**src/rtl/win_pkg.sv**
```systemverilog
package win_pkg;

    typedef enum logic [2:0] {
        S_IDLE  = 3'd0,
        S_WAIT  = 3'd1,
        S_RANGE = 3'd2,
        S_FIX   = 3'd3,
        S_TAIL  = 3'd4
    } win_state_e;

    function automatic int win_max3(input int a, input int b, input int c);
        int r;
        r = a;
        if (b > r) r = b;
        if (c > r) r = c;
        return r;
    endfunction

    function automatic int win_cnt_width(input int m, input int n, input int k);
        return $clog2(win_max3(m, n - m + 1, k)) + 1;
    endfunction

endpackage

```
**src/rtl/win_trigger.sv**
```systemverilog
module win_trigger #(
    parameter bit USE_CAUSE = 1'b1,
    parameter bit USE_LEAD  = 1'b1
) (
    input  logic cause_i,
    input  logic lead_i,
    output logic fire_o
);

    logic cause_term;
    logic lead_term;

    generate
        if (USE_CAUSE) begin : g_cause
            assign cause_term = cause_i;
        end else begin : g_no_cause
            assign cause_term = 1'b1;
        end
        if (USE_LEAD) begin : g_lead
            assign lead_term = lead_i;
        end else begin : g_no_lead
            assign lead_term = 1'b1;
        end
    endgenerate

    assign fire_o = cause_term & lead_term;

endmodule

```
**src/rtl/win_fsm.sv**
```systemverilog
module win_fsm
    import win_pkg::*;
#(
    parameter int MIN_DLY  = 2,
    parameter int MAX_DLY  = 4,
    parameter int TAIL_DLY = 2
) (
    input  logic clk_i,
    input  logic rst_i,
    input  logic mute_i,
    input  logic fire_i,
    input  logic hit_i,
    input  logic tail_i,
    output logic fail_o
);

    localparam int CW      = win_cnt_width(MIN_DLY, MAX_DLY, TAIL_DLY);
    localparam int LD_WAIT = (MIN_DLY >= 2) ? MIN_DLY - 2 : 0;
    localparam int SPAN    = MAX_DLY - MIN_DLY;
    localparam int LD_FIX  = (TAIL_DLY >= 2) ? TAIL_DLY - 2 : 0;
    localparam int CNT_TOP = win_max3(LD_WAIT, SPAN, LD_FIX);
    localparam bit SKIP_WAIT = (MIN_DLY == 1);
    localparam bit SKIP_FIX  = (TAIL_DLY == 1);

    win_state_e     st_q;
    logic [CW-1:0]  cnt_q;
    logic           fail_q;

    always_ff @(posedge clk_i) begin
        if (rst_i || mute_i) begin
            st_q   <= S_IDLE;
            cnt_q  <= '0;
            fail_q <= 1'b0;
        end else begin
            fail_q <= 1'b0;
            case (st_q)
                S_IDLE: begin
                    if (fire_i) begin
                        if (SKIP_WAIT) begin
                            st_q  <= S_RANGE;
                            cnt_q <= CW'(SPAN);
                        end else begin
                            st_q  <= S_WAIT;
                            cnt_q <= CW'(LD_WAIT);
                        end
                    end
                end
                S_WAIT: begin
                    if (cnt_q == '0) begin
                        st_q  <= S_RANGE;
                        cnt_q <= CW'(SPAN);
                    end else begin
                        cnt_q <= cnt_q - 1'b1;
                    end
                end
                S_RANGE: begin
                    if (hit_i) begin
                        if (SKIP_FIX) begin
                            st_q  <= S_TAIL;
                            cnt_q <= '0;
                        end else begin
                            st_q  <= S_FIX;
                            cnt_q <= CW'(LD_FIX);
                        end
                    end else if (cnt_q == '0) begin
                        fail_q <= 1'b1;
                        st_q   <= S_IDLE;
                    end else begin
                        cnt_q <= cnt_q - 1'b1;
                    end
                end
                S_FIX: begin
                    if (cnt_q == '0) begin
                        st_q <= S_TAIL;
                    end else begin
                        cnt_q <= cnt_q - 1'b1;
                    end
                end
                S_TAIL: begin
                    if (!tail_i) fail_q <= 1'b1;
                    st_q  <= S_IDLE;
                    cnt_q <= '0;
                end
                default: begin
                    st_q  <= S_IDLE;
                    cnt_q <= '0;
                end
            endcase
        end
    end

    assign fail_o = fail_q;

    // a failure only follows the window check or the tail check
    a_r4_fail_source: assert property (@(posedge clk_i) disable iff (rst_i)
        fail_q |-> ($past(st_q) == S_RANGE || $past(st_q) == S_TAIL));

    // mute abandons the attempt and suppresses the report
    a_r8_mute_idle: assert property (@(posedge clk_i) disable iff (rst_i)
        mute_i |=> (st_q == S_IDLE && !fail_q));

    // failure is a single-cycle pulse
    a_r9_single_pulse: assert property (@(posedge clk_i) disable iff (rst_i)
        fail_q |=> !fail_q);

    // counter stays within its largest load value
    a_r10_cnt_bound: assert property (@(posedge clk_i) disable iff (rst_i)
        32'(cnt_q) <= CNT_TOP);

    // a miss inside the window with time left retries one edge later
    a_r3_retry: assert property (@(posedge clk_i) disable iff (rst_i)
        (st_q == S_RANGE && !hit_i && cnt_q != '0 && !mute_i)
        |=> (st_q == S_RANGE && cnt_q == $past(cnt_q) - 1'b1));

endmodule

```
**src/rtl/win_monitor.sv**
```systemverilog
module win_monitor #(
    parameter int MIN_DLY   = 2,
    parameter int MAX_DLY   = 4,
    parameter int TAIL_DLY  = 2,
    parameter bit USE_CAUSE = 1'b1,
    parameter bit USE_LEAD  = 1'b1
) (
    input  logic clk_i,
    input  logic rst_i,
    input  logic mute_i,
    input  logic cause_i,
    input  logic lead_i,
    input  logic hit_i,
    input  logic tail_i,
    output logic fail_o,
    output logic ok_o
);

    logic fire;
    logic fail;

    win_trigger #(
        .USE_CAUSE(USE_CAUSE),
        .USE_LEAD (USE_LEAD)
    ) u_trigger (
        .cause_i(cause_i),
        .lead_i (lead_i),
        .fire_o (fire)
    );

    win_fsm #(
        .MIN_DLY (MIN_DLY),
        .MAX_DLY (MAX_DLY),
        .TAIL_DLY(TAIL_DLY)
    ) u_fsm (
        .clk_i (clk_i),
        .rst_i (rst_i),
        .mute_i(mute_i),
        .fire_i(fire),
        .hit_i (hit_i),
        .tail_i(tail_i),
        .fail_o(fail)
    );

    assign fail_o = fail;
    assign ok_o   = ~fail;

endmodule

```
**config.mk**
```make
export PLATFORM = sky130hd
export DESIGN_NAME = win_monitor
export DESIGN_NICKNAME = d
export VERILOG_FILES = /design/src/rtl/win_pkg.sv /design/src/rtl/win_trigger.sv /design/src/rtl/win_fsm.sv /design/src/rtl/win_monitor.sv
export SDC_FILE = /design/constraint.sdc
export NUM_CORES = 1
export LEC_CHECK = 0
export BUFFER_PORTS_ARGS = -buffer_cell sky130_fd_sc_hd__buf_4
export CAP_MARGIN = 5
export CELL_PAD_IN_SITES_DETAIL_PLACEMENT = 0
export CELL_PAD_IN_SITES_GLOBAL_PLACEMENT = 2
export CORE_MARGIN = 10
export CORE_UTILIZATION = 28
export DETAILED_ROUTE_END_ITERATION = 6
export PLACE_DENSITY = 0.71
export SYNTH_ARGS = -nofsm -noshare
export SYNTH_HDL_FRONTEND = slang
export SYNTH_SLANG_ARGS = --single-unit
```
**constraint.sdc**
```tcl
create_clock -name clk_i -period 1.85 [get_ports clk_i]
set_clock_uncertainty 0.1 [all_clocks]
set_input_delay 0.185 -clock clk_i [delete_from_list [all_inputs] [get_ports clk_i]]
set_output_delay 0.185 -clock clk_i [all_outputs]
set_load 0.01 [all_outputs]
```
## Yosys cells after proc, flatten, opt, wreduce, memory -nomap -nowiden

Index checks and enable logic that the tools add are counted.
W data, S select, Z words.

- Bits in registers: 7
- Word-level logic and storage cells: 33
- Output and inout bits: 2

- Bitwise gates (word level): 2
- $add $sub $neg: 1
- Equal/unequal tests: 8
- Multiplexer cells: 15
- Reduce and logical (&&, ||, !) cells: 4

Operators with widths:

| kind | number |
|---|---|
| $mux W3 | 9 |
| $pmux W3 S4 | 2 |
| $eq A3 B2 Y1 const B | 2 |
| $logic_not A3 Y1 | 2 |
| $ne A2 B1 Y1 const B | 2 |
| $reduce_and A4 Y1 | 1 |
| $eq A3 B1 Y1 const B | 1 |
| $eq A3 B3 Y1 const B | 1 |
| $mux W1 | 3 |
| $ne A3 B2 Y1 const B | 1 |
| $sub A3 B1 Y3 const B | 1 |
| $ne A2 B2 Y1 const B | 1 |
| $pmux W1 S2 | 1 |
| $and A1 B1 Y1 | 1 |
| $logic_or A1 B1 Y1 | 1 |
| $not A1 Y1 | 1 |

## Logic depth before layout (Yosys ltp)

Gate-level depths: netlist (run 1).

- Depth in word-level cells: 4
- Mapped depth: 8
- Mapped depth without buffers: 8

## Hierarchy

A second synthesis (run 1) with hierarchy kept.

- Cell total of the unflattened synthesis: 53
- Area, all modules: 499.2 um^2

Modules (own cells, without submodules):

| module | times used | seq. area each (um^2) | area each (um^2) | cells each |
|---|---|---|---|---|
| win_fsm | 1 | 140.1 | 489.2 | 51 |
| win_trigger | 1 | 0.0 | 6.3 | 1 |
| win_monitor | 1 | 0.0 | 3.8 | 1 |

## Worst setup path after synthesis (run 1)

Ideal clock, no wire load.

- Path type: flip-flop to flip-flop
- From: register u_fsm.cnt_q[0]
- To: register u_fsm.cnt_q[0]
- Period minus slack after synthesis: 1,464 ps
- Stages on the path, launching flop included: 8
- Arrival: 1,290 ps
- Setup time: 74 ps
- Path slack: 386 ps
- Cell sequence: dfxtp_1 inv_1 ha_1 nand2b_1 ha_1 mux2i_1 a21oi_1 o21ai_0

- Cells in the longest elaborated chain, start to end: 4
- Elaborated cells on any way between the ends: 6

Ends and longest elaborated chain:

| item | RTL line | text |
|---|---|---|
| start: declaration | win_fsm.sv:26 | `logic [CW-1:0] cnt_q;` |
| start signal: assignment | win_fsm.sv:41 | `cnt_q <= CW'(SPAN);` |
| start signal: assignment | win_fsm.sv:44 | `cnt_q <= CW'(LD_WAIT);` |
| start signal: assignment | win_fsm.sv:51 | `cnt_q <= CW'(SPAN);` |
| $sub A3 B1 Y3 / $logic_not A3 Y1 (equally long branches) | n/a |  |
| $mux W3 | win_fsm.sv:65, win_fsm.sv:73 |  |
| $mux W3 | win_fsm.sv:57 | `if (hit_i) begin` |
| $pmux W3 S4 (*) | win_fsm.sv:36 | `case (st_q)` |

Every way passes the cells marked *; elsewhere a longest branch is shown, timed or not.
A chain may end at the register's enable or synchronous reset.

## Final worst setup path (run 1)

- From: register u_fsm.cnt_q[1]
- To: register u_fsm.cnt_q[0]

- Cells in the longest elaborated chain, start to end: 4
- Elaborated cells on any way between the ends: 5

Ends and longest elaborated chain:

| item | RTL line |
|---|---|
| $logic_not A3 Y1 (*) | win_fsm.sv:49, win_fsm.sv:65, win_fsm.sv:73 |
| $mux W3 (2 in a row) | n/a |
| $pmux W3 S4 (*) | win_fsm.sv:36 |

Marked as above.

==> results.json, run 1 <==
{
  "synth_seq_area_share_pct": 33.2,
  "diodes": 0,
  "ys_ff_latch": 7,
  "reg2reg_to": "u_fsm.cnt_q[0]",
  "vias_per_cell": 5.17,
  "synth_area_leader_cell": "dfxtp_1",
  "arrival_ns": 1.58,
  "synth_ff_type": "dfxtp_1",
  "syn_area_per_cell_um2": 8.43,
  "cp.required_ns": 1.93,
  "seqPwrFrac_pct": 46.8,
  "worstSetupEndpointType": "register",
  "tightest_slew_ns": 0.393,
  "intPower_uw": 253,
  "finalCriticalPeriod_ns": 1.50,
  "hold_violations": 0,
  "max-slew-margin-rel_pct": 73.8,
  "clockRootBuffer": "clkbuf_4",
  "synthCells": 50,
  "drt-wirelength-per-cell_um": 12.4,
  "pwr_density_cell_nw_per_um2": 619,
  "grt_overflow": 0,
  "cts_buffers": 3,
  "drc": 0,
  "status": "complete, no violations",
  "ant_nets": 0,
  "clock_latency_ns": 0.25,
  "routabilityCongestion": 0.647,
  "crit_path_max_fanout": 3,
  "hold_class": "in2reg",
  "wirelength_um": 971,
  "r2r_cells": 7,
  "swShare_pct": 23.5,
  "post-cts-setup-buffers": 0,
  "leakagePower_uw": 0.000208,
  "regToRegSetupSlack_ns": 0.35,
  "synth_commonest_cells": "9 x nor2_1, 7 x dfxtp_1, 4 x a21oi_1, 4 x inv_1",
  "path_class": "reg2reg",
  "hpwl_um": 778,
  "synth.most_common_cell": "nor2_1",
  "clockPowerShare_pct": 42.4,
  "cts-resized-gates": 0,
  "syn2layout_area_growth_pct": 26.7,
  "synth_top_cell_area_share_pct": 33.2,
  "grt_use_total_pct": 6.53,
  "coreArea_um2": 1370,
  "syn_area_um2": 422,
  "period_share_pct": 81.0,
  "antenna_found_initial": 0,
  "ys_types": 23,
  "num-nets-final": 74,
  "cp-start-kind": "register",
  "clockBufferDepth": 2,
  "dr.pass1.iters": 4,
  "drive_above_1_share_pct": 27.0,
  "max-cap-violations": 0,
  "grt_pass1_vias": 395,
  "ys_warn_count": 0,
  "dieArea_um2": 3460,
  "totalNegativeSetupSlack_ns": 0,
  "hold_start": "mute_i",
  "grt_pass1_wl_mm": 1.77,
  "rows": 13,
  "nFillCells": 157,
  "die_h_um": 58.8,
  "synth_area_leaders": "dfxtp_1 33%, ha_1 8.9%, nor2_1 8.0%",
  "io_pins": 9,
  "synth_nets": 60,
  "setup_viol": 0,
  "synth_edf_count": 0,
  "rsz0062_at_grt": "no",
  "port_buffers": 8,
  "r2r_start": "u_fsm.cnt_q[1]",
  "power_uw": 331,
  "max_freq_mhz": 667,
  "start_util_pct": 30.9,
  "combinationalPowerShare_pct": 10.8,
  "hold_end": "u_fsm.cnt_q[2]",
  "htree_levels": 1,
  "switching_power_uw": 77.5,
  "cts.clk_slew.worst_paths_ns": 0.05,
  "die_w_um": 58.8,
  "cts_tree": "done",
  "hold_depth": 2,
  "ir_drop_mv": 0.318,
  "numClockSinks": 7,
  "slew_violations": 0,
  "vias": 403,
  "async_flop_share_pct": 0,
  "postCtsHoldBufs": 0,
  "grt_max_degree": 9,
  "drtIter0Drc": 16
}
## through the flow
| step | setup WS, ns | utilization [%] | instance area, um^2 | hold slack [ns] | instances |
|---|---|---|---|---|---|
| finish | 0.351 | 39.1 | 534 | 0.0276 | 78 |
| floorplan | 0.386 | - | 422 | 0.153 | 50 |
| global placement | 0.364 | 37.2 | 508 | 0.292 | 74 |
| detailed placement | 0.364 | 37.2 | 508 | 0.292 | 74 |
| CTS | 0.336 | 39.1 | 534 | 0.0230 | 78 |
| global route | 0.0940 | 39.1 | 534 | 0.0228 | 78 |
## routing by layer
layer / wire (um) / track usage (%) / share of wire, %
met1: 460 / 7.84 / 47
met2: 412 / 9.16 / 42
met3: 86 / 4.29 / 8.9
met4: 10 / 1.97 / 1.0
met5: 0 / 0 / 0
## final cells by class
type | instances | area, um^2 | area share [%]
Multi-Input combinational cell | 37 | 255 | 47.8
Sequential cell | 7 | 140 | 26.2
Timing Repair Buffer | 10 | 75.1 | 14.1
Clock buffer | 4 | 26.3 | 4.92
Inverter | 5 | 18.8 | 3.51
Tap cell | 15 | 18.8 | 3.51
## sequential cells by signal, summed over array words and instances, names as in the netlist
name / cells
u_fsm.st_q: 3
u_fsm.fail_o: 1
u_fsm.cnt_q: 3
## worst max-delay path: stages (launching register included)
cell and delay (ns):
dfxtp_1 0.35, inv_1 0.07, ha_1 0.19, nand2b_1 0.10, ha_1 0.25, mux2i_1 0.14
a21oi_1 0.08, o21ai_0 0.15
## power by group through the flow
stage | clock, uW | combinational [uW] | sequential (uW)
finish | 140 | 35.7 | 155
global route | 157 | 39.2 | 155
CTS | 147 | 36.0 | 155
detailed placement | 0 | 35.7 | 158
global placement | 0 | 37.1 | 158
floorplan | 0 | 17.9 | 158
## cell families after synthesis
kind of cell / count (synthesis) / synth area share [%]
adder cells (fa/ha/maj): 3 / 8.90
AND/OR/NAND/NOR: 22 / 25.8
buffers and inverters: 6 / 6.23
flip-flops: 7 / 33.2
multiplexers: 1 / 2.37
AO/OA/AOI/OAI: 11 / 23.4
## worst max-delay path by stage
stage,slack (ns),start,end,cells past startpoint
floorplan,0.39,u_fsm.cnt_q[0],u_fsm.cnt_q[0],7
global placement,0.36,u_fsm.cnt_q[1],u_fsm.cnt_q[0],7
detailed placement,0.36,u_fsm.cnt_q[1],u_fsm.cnt_q[0],7
CTS,0.34,u_fsm.cnt_q[1],u_fsm.cnt_q[0],7
global route,0.09,u_fsm.cnt_q[0],u_fsm.fail_o,7
finish,0.35,u_fsm.cnt_q[1],u_fsm.cnt_q[0],7
## cell usage in the layout, fill, tap and decap left out, drive strengths merged
| cell | netlist | final |
|---|---|---|
| buf | 1 | 10 |
| nor2 | 9 | 9 |
| dfxtp | 7 | 7 |
| inv | 5 | 5 |
| a21oi | 5 | 5 |
| clkbuf | 0 | 4 |
| nor4 | 3 | 3 |
| ha | 3 | 3 |
| nand2b | 2 | 2 |
| nor3 | 2 | 2 |
| nand3 | 2 | 2 |
| or3 | 1 | 1 |
| a211oi | 1 | 1 |
| a2111oi | 1 | 1 |
| o31ai | 1 | 1 |
| a22oi | 1 | 1 |
| mux2i | 1 | 1 |
| o21ai | 1 | 1 |
| and3 | 1 | 1 |
| nand2 | 1 | 1 |
| nand3b | 1 | 1 |
| a311oi | 1 | 1 |
(Power assumes the default switching activity.)
==> run 2, diff against run 1 <==
Settings changed: ABC_AREA set to 1, CORE_UTILIZATION 28 to 27, PLACE_DENSITY 0.71 to 0.72.
Clock period 1.85 ns to 1.38 ns, I/O delays scaled along.
==> results.json, run 2 <==
{
  "violations": "setup timing",
  "cp-start-kind": "register",
  "hold_start": "tail_i",
  "ys_warn_count": 0,
  "ys_types": 17,
  "rows": 15,
  "crit_path_max_incr_delay_ns": 0.32,
  "cp.required_ns": 1.42,
  "rsz0062_at_grt": "yes",
  "routabilityCongestion": 0.743,
  "ant_nets": 0,
  "grt.met2_usage_pct": 11.3,
  "drc": 0,
  "slew_violations": 0,
  "worstSetupEndpointType": "register",
  "finalCriticalPeriod_ns": 1.39,
  "final-instance-count-excl-fill": 103,
  "numClockSinks": 7,
  "synth_ff_type": "dfxtp_1",
  "grt_pass1_wl_mm": 2.09,
  "antenna_found_initial": 0,
  "startpoint": "u_fsm.cnt_q[1]",
  "leakagePower_uw": 0.000266,
  "hold_violations": 0,
  "period_share_pct": 101,
  "setup_ws_ns": -0.0113,
  "synth_seq_area_share_pct": 29.5,
  "tightest_slew_ns": 0.242,
  "drt-wirelength-per-cell_um": 11.8,
  "die_w_um": 62.0,
  "crit_chain": "inv_2 > ha_4 > nand2_4 > ha_4 > nor2_2 > nand3_1 > o21ai_1 > nor2_1 > a21oi_1",
  "die_h_um": 62.0,
  "grt_max_degree": 8,
  "grt_overflow": 0,
  "syn_area_per_cell_um2": 6.79,
  "synth_area_leaders": "dfxtp_1 29%, nand2_1 11%, nand3_1 11%",
  "postCtsHoldBufs": 0,
  "clockRootBuffer": "clkbuf_4",
  "use_met1_pct": 8.99,
  "wirelength_mm": 1.22,
  "max_freq_mhz": 719,
  "synth_nets": 80,
  "grt_pass1_vias": 480,
  "grt_use_total_pct": 7.64,
  "drive_above_1_share_pct": 37.2,
  "vias": 477,
  "ir_drop_mv": 0.354,
  "r2r_start": "u_fsm.cnt_q[1]",
  "hpwl_um": 953,
  "path_common_cell": "ha_4",
  "async_flop_share_pct": 0,
  "diodes": 0,
  "synth_area_leader_cell": "dfxtp_1",
  "clockBufferDepth": 2,
  "port_buffers": 8,
  "hold_class": "in2reg",
  "cpMaxStageDelayCell": "dfxtp_2",
  "most-common-layout-cells": "13 x nand2_1, 13 x buf_4, 10 x nand3_1",
  "grt_util_met3_pct": 3.05,
  "max-cap-violations": 0,
  "synth_edf_count": 0,
  "synth.most_common_cell": "nand2_1",
  "synth_commonest_cells": "14 x nand2_1, 11 x inv_1, 10 x nand3_1, 7 x dfxtp_1, 7 x nor2_1",
  "max-slew-margin-rel_pct": 83.8,
  "cts.clk_slew.worst_paths_ns": 0.06,
  "clock_latency_ns": 0.26,
  "drtIter0Drc": 8,
  "coreArea_um2": 1690,
  "nFillCells": 195,
  "busiest_layer": "met2",
  "path_class": "reg2reg",
  "start_util_pct": 28.1,
  "ys_ff_latch": 7,
  "multiInputGateArea_um2": 314,
  "crit_path_max_fanout": 2,
  "cts_buffers": 3,
  "dieArea_um2": 3840,
  "setup_viol": 1,
  "regArea_um2": 143,
  "arrival_ns": 1.43,
  "whs_ns": 0.0528,
  "synthCells": 70,
  "num-nets-final": 97,
  "io_pins": 9,
  "vias_per_cell": 4.63,
  "pwr_density_cell_nw_per_um2": 736,
  "syn2layout_area_growth_pct": 36.1,
  "dr.pass1.iters": 2,
  "synth_top_cell_area_share_pct": 29.5,
  "htree_levels": 1,
  "status": "complete, but fails checks",
  "fin_util_pct": 38.3,
  "placed_cells": 98,
  "syn_area_um2": 475,
  "cts_tree": "done",
  "totalNegativeSetupSlack_ns": -0.0113
}
## run 2: worst paths after layout
kind | slack (ns) | depth (start not counted) | endpoint
setup / recovery | -0.01 | 9 | u_fsm.cnt_q[0]
hold / removal | 0.05 | 3 | u_fsm.fail_o
setup reg to reg | -0.01 | 9 | u_fsm.cnt_q[0]
hold reg to reg | 0.37 | 2 | u_fsm.cnt_q[0]
## run 2: power by group
| part | total [uW] | switching, uW | internal (uW) |
|---|---|---|---|
| logic | 68.1 | 38.2 | 29.9 |
| clock network | 201 | 89.5 | 111 |
| registers | 207 | 2.86 | 205 |
## run 2: worst max-delay path, delay by kind of cell (launching register included)
family                     cells  cell delay (ns)
buffers and inverters          1             0.07
and+or+nand+nor                4             0.26
adders and majority gates      2             0.40
DFF                            1             0.32
AOI/OAI and AO/OA              2             0.13
## run 2: stage by stage
step / area [um^2] / worst slack (ns) / total power, uW
global route: 647 / -0.0995 / 502
finish: 647 / -0.0113 / 476
detailed placement: 609 / -0.0445 / 279
global placement: 609 / -0.00924 / 280
floorplan: 509 / 0.0115 / 253
CTS: 644 / -0.0448 / 484
## run 2: metal layers
| layer | vias to the layer above | share of wire, % |
|---|---|---|
| met5 | - | 0 |
| met4 | 0 | 1.7 |
| met3 | 4 | 4.9 |
| met2 | 10 | 45 |
| met1 | 206 | 48 |
| li1 | 257 | - |
## run 2: cell type report
class / instances / area share (%)
inverter: 12 / 6.96
timing repair buffer: 13 / 15.1
sequential: 7 / 22.1
clock buffer: 4 / 4.06
multi-input combinational: 50 / 48.5
tap: 17 / 3.29
## run 2: kinds of logic after synthesis
logic type / Yosys count / share of synthesized area, %
buf+inv: 13 / 11.8
flops: 7 / 29.5
simple gates: 37 / 37.9
compound gates: 10 / 12.9
fa+ha+maj: 3 / 7.90
## run 2: repair_timing
item | in CTS | in global routing
pin swaps | 3 | 2
cloned | 0 | 0
endpoints found under the setup margin | 2 | 2
gates resized for setup | 2 | 2
buffers inserted | 1 | 0
==> run 3, diff against run 2 <==
Settings changed: GPL_TIMING_DRIVEN set to 0.
==> results.json, run 3 (synthesized netlist as in run 2, its figures left out) <==
{
  "cts_tree": "done",
  "grt_pass1_vias": 455,
  "tightest_slew_ns": 0.245,
  "clockBufferDepth": 2,
  "whs_ns": 0.0625,
  "use_met1_pct": 8.31,
  "postCtsHoldBufs": 0,
  "crit_path_max_incr_delay_ns": 0.33,
  "pwr_density_cell_nw_per_um2": 716,
  "multiInputGateArea_um2": 323,
  "worstSetupEndpointType": "register",
  "setup_viol": 1,
  "drc": 0,
  "cpMaxStageDelayCell": "dfxtp_2",
  "place_ws_ns": -0.172,
  "r2r_start": "u_fsm.cnt_q[0]",
  "grt_use_total_pct": 6.82,
  "reg2reg_to": "u_fsm.cnt_q[0]",
  "setup_ws_ns": -0.0504,
  "hold_depth": 3,
  "die_w_um": 62.0,
  "rsz0062_at_grt": "yes",
  "crit_path_max_fanout": 2,
  "most-common-layout-cells": "13 x nand2_1, 11 x buf_4, 10 x nand3_1",
  "max-slew-margin-rel_pct": 83.6,
  "vias": 469,
  "dr.pass1.iters": 4,
  "dieArea_um2": 3840,
  "max-cap-violations": 0,
  "path_common_cell": "ha_4",
  "hpwl_um": 915,
  "start_util_pct": 28.1,
  "cts.clk_slew.worst_paths_ns": 0.05,
  "grt_overflow": 0,
  "routabilityCongestion": 0.724,
  "hold_end": "u_fsm.fail_o",
  "nFillCells": 202,
  "grt_max_degree": 9,
  "grt_util_met3_pct": 2.44,
  "period_share_pct": 104,
  "cpLargestDelayFamily": "adder cells",
  "busiest_layer": "met2",
  "port_buffers": 8,
  "io_pins": 9,
  "leakagePower_uw": 0.000264,
  "regArea_um2": 143,
  "die_h_um": 62.0,
  "rows": 15,
  "vias_per_cell": 4.60,
  "grt_pass1_wl_mm": 1.86,
  "diodes": 0,
  "hold_class": "in2reg",
  "slew_violations": 0,
  "syn2layout_area_growth_pct": 37.6,
  "path_class": "reg2reg",
  "wirelength_mm": 1.14,
  "regToRegSetupSlack_ns": -0.05,
  "final_common_cell": "nand2_1",
  "grt.met2_usage_pct": 9.65,
  "drive_above_1_share_pct": 36.5,
  "violations": "setup timing",
  "r2r_cells": 9,
  "cp-start-kind": "register",
  "path_buf_inv": 1,
  "cts_buffers": 3,
  "num-nets-final": 96,
  "cp.required_ns": 1.41,
  "status": "complete, but fails checks",
  "finalCriticalPeriod_ns": 1.43,
  "crit_chain": "inv_4 > ha_4 > nand2_8 > ha_4 > nor2_2 > nand3_1 > o21ai_1 > nor2_1 > a21oi_1",
  "clockRootBuffer": "clkbuf_4",
  "ant_nets": 0,
  "ir_drop_mv": 0.391,
  "max_freq_mhz": 699,
  "drt-wirelength-per-cell_um": 11.2,
  "coreArea_um2": 1690,
  "crit_cells": 9,
  "arrival_ns": 1.46,
  "clock_latency_ns": 0.25,
  "htree_levels": 1,
  "antenna_found_initial": 0,
  "hold_violations": 0,
  "drtIter0Drc": 19,
  "hold_start": "tail_i",
  "numClockSinks": 7
}
[run 3: worst max path at each step]
stage / start / to / slack (ns)
floorplan: u_fsm.cnt_q[1] / u_fsm.cnt_q[0] / 0.01
global placement: u_fsm.cnt_q[1] / u_fsm.cnt_q[0] / -0.14
detailed placement: u_fsm.cnt_q[1] / u_fsm.cnt_q[0] / -0.17
CTS: u_fsm.cnt_q[1] / u_fsm.cnt_q[0] / -0.11
global route: u_fsm.cnt_q[1] / u_fsm.cnt_q[0] / -0.11
finish: u_fsm.cnt_q[0] / u_fsm.cnt_q[0] / -0.05
[run 3: what timing repair did]
item,4_1_cts,5_1_grt
gates resized for setup,4,2
buffers inserted,3,0
setup endpoints to repair,1,2
pin swaps,4,4
endpoints found under the hold margin,0,0
[run 3: where the power goes]
group	total (uW)	switching [uW]	internal, uW
sequential	207	2.50	205
clock	193	82.4	111
combinational	68.0	37.2	30.9
total	468	122	346
[run 3: area by class of cell]
type,count,share of cell area [%]
Multi-Input combinational cell,50,49.3
Sequential cell,7,21.8
Timing Repair Buffer,11,12.6
Inverter,12,7.27
Clock buffer,4,4.02
Tap cell,17,3.25
Buffer,1,1.72
[run 3: through the flow]
step / cells / total power, uW / area [um^2] / setup TNS [ns] / utilization [%]
floorplan: 70 / 253 / 509 / 0 / -
global placement: 95 / 276 / 591 / -0.144 / 35.0
detailed placement: 95 / 276 / 591 / -0.172 / 35.0
CTS: 102 / 475 / 652 / -0.110 / 38.6
global route: 102 / 497 / 654 / -0.107 / 38.7
finish: 102 / 468 / 654 / -0.0504 / 38.7
[run 3: worst register-to-register path, delay by kind of cell (launching register included)]
family                   cells  cell delay [ns]
AO/OA/AOI/OAI                2             0.14
buffers and inverters        1             0.06
flip-flops                   1             0.33
AND/OR/NAND/NOR              4             0.27
adder cells (fa/ha/maj)      2             0.41
[run 3: routing by layer]
layer  routed length (um)  part of all wire, %
met1                  607                   53
met4                   13                  1.1
met2                  485                   43
met3                   32                  2.8
met5                    0                    0
